$ cat src/rtl/cs_map_pkg.sv
// Package: shared region encoding and width helper for the chip-select decoder.
// Assumes: nothing beyond SystemVerilog-2017.
package cs_map_pkg;

    // Region a bus address falls into after decoding.
    typedef enum logic [1:0] {
        RGN_NONE = 2'd0,
        RGN_RAM  = 2'd1,
        RGN_ROM  = 2'd2,
        RGN_IO   = 2'd3
    } region_e;

    // Bits needed to index n items, never less than one.
    function automatic int idx_width(input int n);
        return (n > 1) ? $clog2(n) : 1;
    endfunction

endpackage

$ cat src/rtl/cs_region_decode.sv
// Module: cs_region_decode
// Sorts an address into RAM, ROM, I/O or unmapped, and yields the I/O device
// index. With enable low the result is RGN_NONE.
// Assumes: the I/O window and ROM window both lie inside bank 0. ROM runs from
// ROM_BASE to the top of the bank. Overlaps resolve as I/O, then ROM, then RAM.
module cs_region_decode
    import cs_map_pkg::*;
#(
    parameter int ADDR_W       = 24,
    parameter int OFFS_W       = 16,
    parameter int RAM_TOP      = 'hBFFF,
    parameter int IO_BASE      = 'hC000,
    parameter int IO_DEV_CNT   = 8,
    parameter int IO_DEV_BYTES = 32,
    parameter int ROM_BASE     = 'hE000,
    localparam int IO_IDX_W    = idx_width(IO_DEV_CNT)
) (
    input  logic [ADDR_W-1:0]   addr,
    input  logic                enable,
    output region_e             region,
    output logic [IO_IDX_W-1:0] io_idx
);

    localparam int IO_OFS_W = idx_width(IO_DEV_BYTES);
    localparam logic [OFFS_W-1:0] RAM_TOP_O = OFFS_W'(RAM_TOP);
    localparam logic [OFFS_W-1:0] IO_BASE_O = OFFS_W'(IO_BASE);
    localparam logic [OFFS_W:0]   IO_END_O  = (OFFS_W+1)'(IO_BASE + IO_DEV_CNT * IO_DEV_BYTES);
    localparam logic [OFFS_W-1:0] ROM_BASE_O = OFFS_W'(ROM_BASE);

    logic              bank_zero;
    logic [OFFS_W-1:0] offs;
    logic              io_hit;
    logic              rom_hit;
    logic              ram_hit;

    // Split the address into bank and in-bank offset.
    always_comb begin
        bank_zero = (addr[ADDR_W-1:OFFS_W] == '0);
        offs      = addr[OFFS_W-1:0];
    end

    // Window compares for each region.
    always_comb begin
        io_hit  = bank_zero && (offs >= IO_BASE_O) && ({1'b0, offs} < IO_END_O);
        rom_hit = bank_zero && (offs >= ROM_BASE_O);
        ram_hit = !bank_zero || (offs <= RAM_TOP_O);
    end

    // Device number inside the I/O window.
    always_comb begin
        io_idx = IO_IDX_W'((offs - IO_BASE_O) >> IO_OFS_W);
    end

    // Priority pick of the region, blocked when not enabled.
    always_comb begin
        region = RGN_NONE;
        if (enable) begin
            if (io_hit)       region = RGN_IO;
            else if (rom_hit) region = RGN_ROM;
            else if (ram_hit) region = RGN_RAM;
        end
    end

endmodule

$ cat src/rtl/cs_io_select.sv
// Module: cs_io_select
// Expands an I/O hit and a device index into one active-low select per
// device, all of them gated by a single qualifier.
// Assumes: idx is only meaningful while hit is high.
module cs_io_select #(
    parameter int IO_DEV_CNT = 8,
    parameter int IO_IDX_W   = 3
) (
    input  logic                  hit,
    input  logic                  gate,
    input  logic [IO_IDX_W-1:0]   idx,
    output logic [IO_DEV_CNT-1:0] io_cs_n
);

    // One comparator per device.
    for (genvar g = 0; g < IO_DEV_CNT; g++) begin : g_dev
        assign io_cs_n[g] = !(hit && gate && (idx == IO_IDX_W'(g)));
    end

endmodule

$ cat src/rtl/cs_rom_wait.sv
// Module: cs_rom_wait
// Stretches a qualified ROM read. Ready drops in the first cycle of the
// request and stays low for WAIT_CYCLES cycles in all. It then goes high for
// one cycle, which completes the access. Any cycle without a request clears
// the count.
// Assumes: rom_req is already qualified by reset and the address-valid bits.
module cs_rom_wait #(
    parameter int WAIT_CYCLES = 1
) (
    input  logic clk,
    input  logic rst_n,
    input  logic rom_req,
    output logic rdy
);

    localparam int               CNT_W = cs_map_pkg::idx_width(WAIT_CYCLES + 1);
    localparam logic [CNT_W-1:0] LIMIT = CNT_W'(WAIT_CYCLES);

    logic [CNT_W-1:0] cnt;
    logic             stretch;

    // Hold the CPU while the request is present and the count is short.
    always_comb begin
        stretch = rom_req && (cnt < LIMIT);
        rdy     = !stretch;
    end

    // Count cycles of the current stretch; clear on any break.
    always_ff @(posedge clk) begin
        if (!rst_n)       cnt <= '0;
        else if (stretch) cnt <= cnt + 1'b1;
        else              cnt <= '0;
    end

    // the count never passes the programmed wait.
    assert_wait_bound_R7: assert property (@(posedge clk) disable iff (!rst_n)
        cnt <= LIMIT);

    // a cycle without a request leaves the counter cleared.
    assert_idle_clears_R8: assert property (@(posedge clk) disable iff (!rst_n)
        !$past(rom_req) |-> (cnt == '0));

endmodule

$ cat src/rtl/cs_qualified_decoder.sv
// Module: cs_qualified_decoder (top)
// Drives chip selects for RAM, ROM and I/O devices from a 24-bit CPU
// address, qualified by the valid-program and valid-data status bits, and
// stretches ROM reads through rdy. QUAL_UPSTREAM picks where qualification
// is applied: 1 gates the whole decoder with vpa|vda, 0 gates only the I/O
// selects with vda.
// Assumes: the CPU holds address and status stable while rdy is low.
module cs_qualified_decoder
    import cs_map_pkg::*;
#(
    parameter int ADDR_W        = 24,
    parameter int OFFS_W        = 16,
    parameter int RAM_TOP       = 'hBFFF,
    parameter int IO_BASE       = 'hC000,
    parameter int IO_DEV_CNT    = 8,
    parameter int IO_DEV_BYTES  = 32,
    parameter int ROM_BASE      = 'hE000,
    parameter int WAIT_CYCLES   = 1,
    parameter bit QUAL_UPSTREAM = 1'b1
) (
    input  logic                  clk,
    input  logic                  rst_n,
    input  logic [ADDR_W-1:0]     addr,
    input  logic                  vpa,
    input  logic                  vda,
    input  logic                  rwb,
    output logic                  ram_cs_n,
    output logic                  rom_cs_n,
    output logic [IO_DEV_CNT-1:0] io_cs_n,
    output logic                  io_en,
    output logic                  rdy
);

    localparam int IO_IDX_W = idx_width(IO_DEV_CNT);

    logic                dec_en;
    logic                io_gate;
    logic                addr_valid;
    logic                rom_req;
    region_e             region;
    logic [IO_IDX_W-1:0] io_idx;

    // Either status bit marks a live bus cycle.
    assign addr_valid = vpa | vda;

    // Place the qualifier at the chosen point of the select path.
    if (QUAL_UPSTREAM) begin : g_upstream
        assign dec_en  = rst_n & addr_valid;
        assign io_gate = 1'b1;
    end else begin : g_downstream
        assign dec_en  = rst_n;
        assign io_gate = vda;
    end

    cs_region_decode #(
        .ADDR_W       (ADDR_W),
        .OFFS_W       (OFFS_W),
        .RAM_TOP      (RAM_TOP),
        .IO_BASE      (IO_BASE),
        .IO_DEV_CNT   (IO_DEV_CNT),
        .IO_DEV_BYTES (IO_DEV_BYTES),
        .ROM_BASE     (ROM_BASE)
    ) u_decode (
        .addr   (addr),
        .enable (dec_en),
        .region (region),
        .io_idx (io_idx)
    );

    // Memory selects; ROM answers reads only.
    always_comb begin
        ram_cs_n = !(region == RGN_RAM);
        rom_cs_n = !((region == RGN_ROM) && rwb);
    end

    cs_io_select #(
        .IO_DEV_CNT (IO_DEV_CNT),
        .IO_IDX_W   (IO_IDX_W)
    ) u_io_sel (
        .hit     (region == RGN_IO),
        .gate    (io_gate),
        .idx     (io_idx),
        .io_cs_n (io_cs_n)
    );

    // Active-high companion enable for dual-select peripherals.
    assign io_en = rst_n & vda;

    // Wait-states start only on a live ROM read, in either mode.
    assign rom_req = (region == RGN_ROM) && rwb && addr_valid;

    cs_rom_wait #(
        .WAIT_CYCLES (WAIT_CYCLES)
    ) u_wait (
        .clk     (clk),
        .rst_n   (rst_n),
        .rom_req (rom_req),
        .rdy     (rdy)
    );

    // reset parks every output.
    assert_reset_idle_R1: assert property (@(posedge clk)
        !rst_n |-> (ram_cs_n && rom_cs_n && (&io_cs_n) && !io_en && rdy));

    // the selects never overlap.
    assert_sel_onehot_R9: assert property (@(posedge clk) disable iff (!rst_n)
        $onehot0({~ram_cs_n, ~rom_cs_n, ~io_cs_n}));

    // a write never selects ROM.
    assert_rom_read_only_R5: assert property (@(posedge clk) disable iff (!rst_n)
        !rwb |-> rom_cs_n);

    // a dead cycle never holds the CPU.
    assert_dead_no_wait_R8: assert property (@(posedge clk) disable iff (!rst_n)
        (!vpa && !vda) |-> rdy);

    // a stretch only happens under an asserted ROM select.
    assert_wait_under_rom_R7: assert property (@(posedge clk) disable iff (!rst_n)
        !rdy |-> !rom_cs_n);

    if (QUAL_UPSTREAM) begin : g_chk_up
        // a dead cycle selects nothing.
        assert_dead_quiet_R3: assert property (@(posedge clk) disable iff (!rst_n)
            (!vpa && !vda) |-> (ram_cs_n && rom_cs_n && (&io_cs_n)));
    end else begin : g_chk_dn
        // I/O needs the data-valid bit.
        assert_io_needs_vda_R4: assert property (@(posedge clk) disable iff (!rst_n)
            !vda |-> (&io_cs_n));
    end

endmodule

$ cat config.mk
export PLATFORM = sky130hd
export DESIGN_NAME = cs_qualified_decoder
export DESIGN_NICKNAME = d
export VERILOG_FILES = /design/src/rtl/cs_map_pkg.sv /design/src/rtl/cs_region_decode.sv /design/src/rtl/cs_io_select.sv /design/src/rtl/cs_rom_wait.sv /design/src/rtl/cs_qualified_decoder.sv
export SDC_FILE = /design/constraint.sdc
export NUM_CORES = 1
export LEC_CHECK = 0
export BUFFER_PORTS_ARGS = -buffer_cell sky130_fd_sc_hd__buf_4
export CORE_AREA = 4 4 41 43
export DETAILED_ROUTE_END_ITERATION = 10
export DIE_AREA = 0 0 45 47
export GPL_TIMING_DRIVEN = 0
export PLACE_DENSITY = 0.61
export REMOVE_ABC_BUFFERS = 1
export SLEW_MARGIN = 20
export SYNTH_ARGS = -nofsm -noshare
export SYNTH_HDL_FRONTEND = slang
export SYNTH_SLANG_ARGS = --single-unit
$ cat constraint.sdc
create_clock -name clk -period 1.2 [get_ports clk]
set_input_delay 0.06 -clock clk [delete_from_list [all_inputs] [get_ports clk]]
set_output_delay 0.06 -clock clk [all_outputs]
set_load 0.05 [all_outputs]
==> insert_results.sql <==
INSERT INTO impl_metrics (metric_group, metric, value, unit) VALUES
('outcome', 'status', 'finished with violations', ''),
('outcome', 'failed_checks', 'setup timing', ''),
('setup_path', 'reg2reg_from', 'u_wait.cnt', ''),
('hold_path', 'min_delay_worst_endpoint', 'u_wait.cnt', ''),
('sta', 'tightest_slew', '0.3830', 'ns'),
('place', 'hpwl', '850.1', 'um'),
('sta', 'worst_slew_margin_rel', '74.46', '%'),
('sta', 'final_period_utilization', '105.9', '%'),
('sta', 'worst_clock_skew', '0', 'ns'),
('floorplanning', 'core_area', '1301', 'sq um'),
('sta', 'finalMaxSlewViolations', '0', ''),
('floorplanning', 'die_height', '47', 'um'),
('setup_path', 'slowest_stage', 'or4_4', ''),
('synth', 'synthesis.area', '261.5', 'sq um'),
('hold_path', 'min-delay-start', 'u_wait.cnt', ''),
('setup_path', 'slowest_delay', '0.43', 'ns'),
('floorplanning', 'top_level_ports', '41', ''),
('floorplanning', 'std_cell_rows', '13', ''),
('detailed_routing', 'route.antenna.remaining_nets', '0', ''),
('detailed_routing', 'drt_pass1_iterations', '2', ''),
('synth', 'post_synth.cell_area_avg', '7.068', 'sq um'),
('clock_tree', 'worstSkewPairLatency', '0', 'ns'),
('detailed_routing', 'drt-vias-per-instance', '4.884', ''),
('setup_path', 'worst-setup-path-type', 'input pin to output pin', ''),
('sta', 'finalCriticalPeriod', '1.270', 'ns'),
('power', 'power_per_cell_area', '272.7', 'nW/um^2'),
('synth', 'yosys_register_bits', '1', ''),
('detailed_routing', 'route.vias.total', '420', ''),
('detailed_routing', 'drtIter0Drc', '3', ''),
('synth', 'yosysWarningCount', '0', ''),
('cells_and_area', 'layout-drive-gt1-share', '61.97', '%'),
('setup_path', 'r2r-end', 'u_wait.cnt', ''),
('cells_and_area', 'number_of_fillers_in_the_final_layout', '151', ''),
('cells_and_area', 'reg.largest.list', 'u_wait.cnt x1', ''),
('grt', 'grt_pass1_wl', '1656', 'um'),
('grt', 'antenna_violations_before_repair', '0', ''),
('grt', 'largest_net_degree_at_the_start_of_global_routing', '11', ''),
('sta', 'setup_violations', '2', ''),
('setup_path', 'critPathRequiredTime', '1.14', 'ns'),
('synth', 'yosysSeqAreaShare', '7.656', '%'),
('detailed_routing', 'routed_wire_length_per_instance', '11.72', 'um'),
('cells_and_area', 'most_common_cell_after_layout_fill_and_taps_aside', 'buf_4', ''),
('place', 'placedCellCount', '85', ''),
('synth', 'synthesis.instances', '37', ''),
('hold_path', 'whs_path_depth', '1', ''),
('place', 'gp_routability_congestion', '0.7150', ''),
('sta', 'timing.hold.ws', '0.4088', 'ns'),
('setup_path', 'worst_case_reg_to_reg_path_depth', '1', ''),
('sta', 'timing.final.ws_setup', '-0.07024', 'ns'),
('job', 'cap_viol_max_count', '0', ''),
('floorplanning', 'floorplan.initialDensity', '20.10', '%'),
('grt', 'first_global_vias', '418', ''),
('sta', 'setup_repair_after_global_routing_missed_its_margin', 'yes', ''),
('clock_tree', 'clock_transition_at_the_registers_of_the_reported_paths', '0', 'ns'),
('setup_path', 'critical_path_peak_fanout', '3', ''),
('cells_and_area', 'instances_no_fill', '86', ''),
('floorplanning', 'die_w', '45', 'um'),
('cells_and_area', 'largest_register', 'u_wait.cnt', ''),
('power', 'power.leakage', '0.2486', 'nW'),
('power', 'finalPower', '0.0001590', 'W'),
('setup_path', 'worst_setup_path_start_kind', 'input pin', ''),
('grt', 'total_track_usage', '9.685', '%'),
('power', 'vdd.ir_drop.worst', '135.9', 'uV'),
('synth', 'synth_area_leader_cell', 'nand3_1', ''),
('cells_and_area', 'area.growth.synth_to_final', '123.0', '%'),
('setup_path', 'critPathArrivalTime', '1.21', 'ns'),
('grt', 'globalRoute.totalOverflow', '0', ''),
('synth', 'portion_of_synthesized_cell_area_occupied_by_the_leading_cell_type', '15.31', '%'),
('setup_path', 'critical_path.endpoint_type', 'output pin', ''),
('detailed_routing', 'routed_wl', '1008', 'um'),
('hold_path', 'worstHoldPathType', 'flip-flop to flip-flop', '');
==> power by group <==
group / leakage [nW] / switching (W) / internal, W
Combinational: 0.241 / 0.0000546 / 0.0000704
Sequential: 0.00805 / 0.00000000231 / 0.0000339
Clock: 0 / 0 / 0
==> cells by family (layout without fill, tap and decap cells) <==
group | Yosys count | count (layout) | share of synthesized area [%]
and+or+nand+nor | 33 | 33 | 87.57
buffers and inverters | 2 | 36 | 2.868
AOI/OAI and AO/OA | 1 | 1 | 1.912
DFF | 1 | 1 | 7.656
==> how the worst max path moves through the flow <==
stage | from | end | slack, ns
floorplan | addr[19] | rdy | -0.43
global placement | addr[19] | io_cs_n[6] | -0.18
detailed placement | addr[19] | io_cs_n[7] | -0.19
CTS | addr[20] | io_cs_n[7] | -0.08
global route | addr[20] | io_cs_n[7] | -0.13
finish | addr[20] | io_cs_n[6] | -0.07
==> synthesized netlist by cell type <==
cell type,instances
buf_1,1
nor2_1,5
or2b_1,1
clkbuf_1,1
dfxtp_1,1
or4_1,2
and4bb_2,1
nand3b_1,1
and3_1,1
or2_2,1
nor4bb_1,2
nor4_1,1
and3_2,1
nand2_1,1
nand4b_1,1
nor3_1,1
and2_1,1
o21ai_1,1
nor4b_1,3
nand3_2,1
nor4_4,1
nand3_1,8
==> area by class of cell <==
type / count / area [sq um] / share of cell area [%]
Tap cell: 15 / 18.77 / 3.219
Timing Repair Buffer: 36 / 296.5 / 50.86
Multi-Input combinational cell: 34 / 247.7 / 42.49
Sequential cell: 1 / 20.02 / 3.433
==> critical path, delay by kind of cell <==
family / cells / cell delay [ns]
buffers and inverters: 2 / 0.27
and+or+nand+nor: 3 / 0.88
==> timing repair <==
item / 4_1_cts / 5_1_grt
gates resized for setup: 10 / 1
pin swaps: 5 / 1
setup endpoints to repair: 3 / 7
buffers inserted: 1 / 0
==> layer usage <==
layer  track usage [%]  vias to the layer above  wire length [um]
li1                  -                      215                 -
met2             18.64                       19               492
met3            0.7663                        0                94
met5                 0                        -                 0
met4                 0                        0                 0
met1             12.39                      186               421
==> stage by stage <==
stage | worst slack (ns) | util, % | setup TNS [ns] | area [sq um]
3_5_place_dp | -0.1938 | 41.15 | -0.4535 | 535.5
4_1_cts | -0.07545 | 44.62 | -0.1504 | 580.6
2_1_floorplan | -0.4308 | - | -0.6105 | 254.0
6_report | -0.07024 | 44.81 | -0.1387 | 583.1
5_1_grt | -0.1308 | 44.81 | -0.2759 | 583.1
3_3_place_gp | -0.1805 | 41.15 | -0.3984 | 535.5
(Power assumes the default switching activity.)
